File: config.mk
export PLATFORM = sky130hd
export DESIGN_NAME = tlbTranslator
export DESIGN_NICKNAME = d
export VERILOG_FILES = /design/src/rtl/tlbPkg.sv /design/src/rtl/tlbCtrl.sv /design/src/rtl/tlbDatapath.sv /design/src/rtl/tlbTranslator.sv
export SDC_FILE = /design/constraint.sdc
export NUM_CORES = 1
export LEC_CHECK = 0
export BUFFER_PORTS_ARGS = -buffer_cell sky130_fd_sc_hd__buf_2
export CAP_MARGIN = 15
export CORE_MARGIN = 5
export CORE_UTILIZATION = 55
export DETAILED_ROUTE_END_ITERATION = 12
export PLACE_DENSITY = 0.78
export SETUP_SLACK_MARGIN = 0.4
export SYNTH_ARGS = -nofsm -noshare
export SYNTH_HDL_FRONTEND = slang
export SYNTH_HIERARCHICAL = 1
export SYNTH_SLANG_ARGS = --single-unit
File: constraint.sdc
create_clock -name clk -period 6.2 [get_ports clk]
set_input_delay 0 -clock clk [delete_from_list [all_inputs] [get_ports clk]]
set_output_delay 0 -clock clk [all_outputs]
set_load 0.01 [all_outputs]
File: src/rtl/tlbPkg.sv
package tlbPkg;
  typedef struct packed {
    logic captureReq;
    logic hitUpd;
    logic fillUpd;
    logic faultSeen;
    logic ptWrite;
  } tlbStrobeT;

  typedef enum logic {ST_IDLE = 1'b0, ST_FILL = 1'b1} tlbStateT;
endpackage

File: src/rtl/tlbCtrl.sv
module tlbCtrl
  import tlbPkg::*;
(
  input  logic      clk,
  input  logic      rstN,
  input  logic      reqValid,
  input  logic      ptLoad,
  input  logic      hit,
  input  logic      ptValidRd,
  output tlbStrobeT stb,
  output logic      busy,
  output logic      respValid,
  output logic      pageFault
);
  tlbStateT state, nextState;

  always_ff @(posedge clk) begin
    if (!rstN) state <= ST_IDLE;
    else       state <= nextState;
  end

  always_comb begin
    stb       = '0;
    busy      = 1'b0;
    respValid = 1'b0;
    pageFault = 1'b0;
    nextState = state;
    case (state)
      ST_IDLE: begin
        if (ptLoad) begin
          stb.ptWrite = 1'b1;
          busy        = reqValid;
        end else if (reqValid) begin
          if (hit) begin
            stb.hitUpd = 1'b1;
            respValid  = 1'b1;
          end else begin
            stb.captureReq = 1'b1;
            busy           = 1'b1;
            nextState      = ST_FILL;
          end
        end
      end
      default: begin
        nextState = ST_IDLE;
        if (ptValidRd) begin
          stb.fillUpd = 1'b1;
          respValid   = 1'b1;
        end else begin
          stb.faultSeen = 1'b1;
          pageFault     = 1'b1;
        end
      end
    endcase
  end


  missCompletes_chk: assert property (@(posedge clk) disable iff (!rstN)
    (busy && !ptLoad) |=> (!busy && (respValid || pageFault)));

  faultNoResp_chk: assert property (@(posedge clk) disable iff (!rstN)
    !(pageFault && (respValid || busy)));

  respNotBusy_chk: assert property (@(posedge clk) disable iff (!rstN)
    !(respValid && busy));
endmodule

File: src/rtl/tlbDatapath.sv
module tlbDatapath
  import tlbPkg::*;
#(
  parameter int VPN_W = 3,
  parameter int PPN_W = 2,
  parameter int OFF_W = 12
) (
  input  logic                   clk,
  input  logic                   rstN,
  input  tlbStrobeT              stb,
  input  logic                   reqWrite,
  input  logic [VPN_W+OFF_W-1:0] reqVaddr,
  input  logic [VPN_W-1:0]       ptLoadVpn,
  input  logic                   ptLoadValid,
  input  logic [PPN_W-1:0]       ptLoadPpn,
  input  logic [VPN_W-1:0]       statusVpn,
  output logic                   hit,
  output logic                   ptValidRd,
  output logic [PPN_W+OFF_W-1:0] respPaddr,
  output logic                   statusValid,
  output logic                   statusRef,
  output logic                   statusDirty,
  output logic [PPN_W-1:0]       statusPpn
);
  localparam int PAGES       = 1 << VPN_W;
  localparam int NUM_ENTRIES = 2;

  logic [VPN_W-1:0] reqVpn;
  logic [OFF_W-1:0] reqOff;
  assign reqVpn = reqVaddr[VPN_W+OFF_W-1:OFF_W];
  assign reqOff = reqVaddr[OFF_W-1:0];

  logic [NUM_ENTRIES-1:0] tlbValid, tlbRef, tlbDirty, match;
  logic [VPN_W-1:0]       tlbVpn [NUM_ENTRIES];
  logic [PPN_W-1:0]       tlbPpn [NUM_ENTRIES];
  logic                   lru, hitIdx, victim;

  logic [PAGES-1:0]       ptValid, ptRef, ptDirty;
  logic [PPN_W-1:0]       ptPpn [PAGES];

  logic [VPN_W-1:0]       latVpn;
  logic [OFF_W-1:0]       latOff;
  logic                   latWrite;

  for (genvar e = 0; e < NUM_ENTRIES; e++) begin : gMatch
    assign match[e] = tlbValid[e] && (tlbVpn[e] == reqVpn);


    entryInStep_chk: assert property (@(posedge clk) disable iff (!rstN)
      tlbValid[e] |-> (tlbRef[e] && ptRef[tlbVpn[e]] && (tlbDirty[e] == ptDirty[tlbVpn[e]])));

    loadEvicts_chk: assert property (@(posedge clk) disable iff (!rstN)
      stb.ptWrite |=> !(tlbValid[e] && (tlbVpn[e] == $past(ptLoadVpn))));
  end

  assign hit       = |match;
  assign hitIdx    = match[1];
  assign victim    = !tlbValid[0] ? 1'b0 : (!tlbValid[1] ? 1'b1 : lru);
  assign ptValidRd = ptValid[latVpn];

  always_comb begin
    if (stb.fillUpd)     respPaddr = {ptPpn[latVpn], latOff};
    else if (stb.hitUpd) respPaddr = {tlbPpn[hitIdx], reqOff};
    else                 respPaddr = '0;
  end

  assign statusValid = ptValid[statusVpn];
  assign statusRef   = ptRef[statusVpn];
  assign statusDirty = ptDirty[statusVpn];
  assign statusPpn   = ptPpn[statusVpn];

  always_ff @(posedge clk) begin
    if (!rstN) begin
      tlbValid <= '0;
      tlbRef   <= '0;
      tlbDirty <= '0;
      lru      <= 1'b0;
      for (int e = 0; e < NUM_ENTRIES; e++) begin
        tlbVpn[e] <= '0;
        tlbPpn[e] <= '0;
      end
    end else begin
      for (int e = 0; e < NUM_ENTRIES; e++) begin
        if (stb.ptWrite && tlbValid[e] && (tlbVpn[e] == ptLoadVpn)) tlbValid[e] <= 1'b0;
      end
      if (stb.hitUpd) begin
        tlbRef[hitIdx] <= 1'b1;
        if (reqWrite) tlbDirty[hitIdx] <= 1'b1;
        lru <= ~hitIdx;
      end
      if (stb.fillUpd) begin
        tlbValid[victim] <= 1'b1;
        tlbRef[victim]   <= 1'b1;
        tlbDirty[victim] <= ptDirty[latVpn] | latWrite;
        tlbVpn[victim]   <= latVpn;
        tlbPpn[victim]   <= ptPpn[latVpn];
        lru              <= ~victim;
      end
    end
  end

  always_ff @(posedge clk) begin
    if (!rstN) begin
      ptValid <= '0;
      ptRef   <= '0;
      ptDirty <= '0;
      for (int p = 0; p < PAGES; p++) ptPpn[p] <= '0;
    end else begin
      if (stb.ptWrite) begin
        ptValid[ptLoadVpn] <= ptLoadValid;
        ptRef[ptLoadVpn]   <= 1'b0;
        ptDirty[ptLoadVpn] <= 1'b0;
        ptPpn[ptLoadVpn]   <= ptLoadPpn;
      end
      if (stb.hitUpd) begin
        ptRef[reqVpn] <= 1'b1;
        if (reqWrite) ptDirty[reqVpn] <= 1'b1;
      end
      if (stb.fillUpd) begin
        ptRef[latVpn] <= 1'b1;
        if (latWrite) ptDirty[latVpn] <= 1'b1;
      end
    end
  end

  always_ff @(posedge clk) begin
    if (!rstN) begin
      latVpn   <= '0;
      latOff   <= '0;
      latWrite <= 1'b0;
    end else if (stb.captureReq) begin
      latVpn   <= reqVpn;
      latOff   <= reqOff;
      latWrite <= reqWrite;
    end
  end


  matchOnehot_chk: assert property (@(posedge clk) disable iff (!rstN) $onehot0(match));

  faultKeepsBuffer_chk: assert property (@(posedge clk) disable iff (!rstN)
    stb.faultSeen |=> ($stable(tlbValid) && $stable(lru)));

  fillLeavesEntry_chk: assert property (@(posedge clk) disable iff (!rstN)
    stb.fillUpd |=> ($countones(tlbValid) >= 1));
endmodule

File: src/rtl/tlbTranslator.sv
module tlbTranslator
  import tlbPkg::*;
#(
  parameter int VPN_W = 3,
  parameter int PPN_W = 2,
  parameter int OFF_W = 12
) (
  input  logic                   clk,
  input  logic                   rstN,
  input  logic                   reqValid,
  input  logic                   reqWrite,
  input  logic [VPN_W+OFF_W-1:0] reqVaddr,
  output logic                   busy,
  output logic                   respValid,
  output logic [PPN_W+OFF_W-1:0] respPaddr,
  output logic                   pageFault,
  input  logic                   ptLoad,
  input  logic [VPN_W-1:0]       ptLoadVpn,
  input  logic                   ptLoadValid,
  input  logic [PPN_W-1:0]       ptLoadPpn,
  input  logic [VPN_W-1:0]       statusVpn,
  output logic                   statusValid,
  output logic                   statusRef,
  output logic                   statusDirty,
  output logic [PPN_W-1:0]       statusPpn
);
  tlbStrobeT stb;
  logic      hit, ptValidRd;

  tlbCtrl i_ctrl (
    .clk(clk), .rstN(rstN), .reqValid(reqValid), .ptLoad(ptLoad),
    .hit(hit), .ptValidRd(ptValidRd), .stb(stb), .busy(busy),
    .respValid(respValid), .pageFault(pageFault)
  );

  tlbDatapath #(.VPN_W(VPN_W), .PPN_W(PPN_W), .OFF_W(OFF_W)) i_dp (
    .clk(clk), .rstN(rstN), .stb(stb), .reqWrite(reqWrite), .reqVaddr(reqVaddr),
    .ptLoadVpn(ptLoadVpn), .ptLoadValid(ptLoadValid), .ptLoadPpn(ptLoadPpn),
    .statusVpn(statusVpn), .hit(hit), .ptValidRd(ptValidRd), .respPaddr(respPaddr),
    .statusValid(statusValid), .statusRef(statusRef), .statusDirty(statusDirty),
    .statusPpn(statusPpn)
  );
endmodule

==> qor.csv <==
stage;metric;value;unit
hold_path;hold crit path type;primary input to register;
sta;Period Utilization, post-route;46.1;%
clocking;sink count of the clock tree;73;
die;Die ar.;0.00882;sq mm
grt;GRT Overall Usage;21.9;%
sta;shortest clock period the worst path allows after layout;2.86;ns
placed_design;Cells after DPL;498;
critical_path;Req. time, crit path;6.20;ns
sta;setup repair after global routing missed its margin;no;
clocking;clock edge transition at the registers on the reported setup and hold paths;0.07;ns
clocking;later-pin clock latency in the skew report;0.34;ns
grt;pin count of the biggest net entering global routing;61;
cells_and_area;Synth-to-Final Area Change;14.9;%
placed_design;input/output buffers;50;
power_and_ir_drop;Leak Pwr;1.72;nW
grt;first-pass GRT wire length;14900;um
sta;worst slew slack as a fraction of its limit;39.0;%
critical_path;sort of element at the end of the critical path;primary output;
power_and_ir_drop;PwrDens;218;mW/mm^2
die;starting utilization of the core area;56.7;%
critical_path;Critical Path Source Type;register;
critical_path;Critical Setup Path Class;register to primary output;
route;number of nets with antenna violations after detailed routing;0;
die;core outline area;0.00683;sq mm
die;boundary pin count;51;
logic_synthesis;post-synth net total;407;
cells_and_area;Layout fillers;570;
logic_synthesis;summed instance area of the synthesized netlist;0.00387;sq mm
clocking;buffers inserted by post-CTS timing repair;0;
sta;actual transition at the worst max-transition pin;0.915;ns
cells_and_area;count of non-filler cells in the finished layout;528;
clocking;number of buffers added by the clock tree synthesis step;9;
sta;Hold Fails Final Rpt;0;
route;number of vias after detailed routing;3063;
route;detail-routed via count per cell;5.80;
grt;vias in the first global route;2958;
sta;clk_skew;0.00857;ns
logic_synthesis;average instance area after synthesis;10.3;sq um
clocking;Clock H-tree levels;3;
route;1st-iter DRT viols;214;
cells_and_area;count of antenna diodes in the layout;0;
clocking;root cell of the clock tree;clkbuf_8;
die;die boundary width;93.9;um
sta;total negative slack;0;ns
run;count of maximum capacitance violations;0;
grt;antenna violations before repair;0;
critical_path;Critical Path AT;2.86;ns
die;Chip Height;93.9;um
sta;final count of negative-setup-slack endpoints;0;
placed_design;HPWL after detailed placement;6370;um
cells_and_area;fraction of final layout cells sized beyond drive strength 1;18.5;%
route;routed length per placed instance;17.2;um
grt;residual overflow from global routing;0;
run_status;result of the run;finished, final reports clean;
sta;final count of pins violating max slew;0;
die;total number of placement rows;30;
clocking;clock tree from TritonCTS;yes;
route;Detailed Route WL;9090;um
logic_synthesis;Ys Warns;6;
route;DRT Pass-1 Iters;5;
power_and_ir_drop;VDD IR-drop max;0.000113;V
placed_design;routability congestion estimate;0.862;
critical_path;maximum fanout count along the critical path;35;
route;count of unresolved DRC violations after routing;0;
logic_synthesis;Gate Count Post-Synth;378;
cells_and_area;count of nets after finishing;456;
sta;highest achievable clock rate;0.350;GHz
clocking;worst-case clock buffer depth;2;
==> sequential cells by signal (all words and copies together) (netlist names), 2 cells and up, named ones only <==
signal and count:
i_dp/ptValid 8, i_dp/latOff 12, i_dp/ptDirty 8, i_dp/tlbPpn 4, i_dp/ptPpn 16, i_dp/tlbValid 2, i_dp/tlbVpn 6, i_dp/latVpn 3
i_dp/ptRef 8
==> area by class of cell <==
cell class | count | area (sq um) | area share (%)
flip-flops and latches | 73 | 1720 | 38.7
repair buffers | 66 | 405 | 9.10
clock inverters | 4 | 43.8 | 0.983
well taps | 96 | 120 | 2.70
multi-input cells | 275 | 2020 | 45.3
clock buffers | 12 | 135 | 3.03
inverters | 2 | 7.51 | 0.169
==> report_power, final <==
group | switching (mW) | internal (mW)
clock | 0.163 | 0.184
combinational | 0.0531 | 0.0478
sequential | 0.0122 | 0.510
==> worst paths after layout <==
path	from	slack, ns	depth (start not counted)	end
worst max register to register	i_dp/latVpn[1]$_SDFFE_PN0P_	3.40	8	i_dp/ptDirty[1]$_SDFF_PN0_
worst max-delay path	i_dp/latVpn[1]$_SDFFE_PN0P_	3.34	8	respPaddr[13]
worst min register to register	i_dp/ptDirty[3]$_SDFF_PN0_	0.47	2	i_dp/ptDirty[3]$_SDFF_PN0_
worst min-delay path	reqVaddr[12]	0.12	3	i_dp/latVpn[0]$_SDFFE_PN0P_
==> metal layers <==
layer / share of wire (%) / up-vias / routed length [um] / global-route usage, %
met4: 1.4 / 0 / 125 / 6.38
met5: 0 / - / 0 / 0
met2: 49 / 96 / 4470 / 36.1
li1: - / 1467 / - / -
met3: 4.9 / 12 / 449 / 4.65
met1: 44 / 1488 / 4040 / 29.0
==> critical path, stage by stage, from the launching register on <==
cell     delay, ns
dfxtp_1       0.64
mux4_2        0.57
mux2_2        0.28
and2_1        0.15
buf_4         0.22
inv_1         0.17
nand2_1       0.09
o22ai_1       0.21
buf_2         0.16
==> what timing repair did <==
item,4_1_cts,5_1_grt
endpoints found under the setup margin,0,0
hold buffers,14,0
hold endpoints to repair,15,0
gates resized for setup,0,0
==> per-stage QoR <==
stage                     setup slack [ns]  util [%]  hold WS [ns]  instance area, sq um  total power, mW
after global placement                3.54      60.5         0.271                  4130            0.623
final                                 3.34      65.2         0.123                  4450            0.970
after detailed placement              3.46      60.5         0.286                  4130            0.626
after CTS                             3.34      65.2        0.0899                  4450            0.980
after global routing                  3.18      65.2         0.124                  4450             1.01
after floorplan                       3.98         -         0.122                  3870            0.596
==> cells in the final DEF, fill, tap and decap left out, types with 8 or more instances in the layout <==
cell and instances:
mux2i_1 26, buf_2 50, mux4_1 10, dlygate4sd3_1 14
nor2b_1 37, edfxtp_1 26, o21ai_0 14, nand4_1 8
a21boi_0 12, xnor2_1 12, clkbuf_8 9, dfxtp_1 47
nand2_1 55, nor2_1 25, nand3_1 12, and2_1 9
Note: power is estimated with default switching activity, not from simulation.
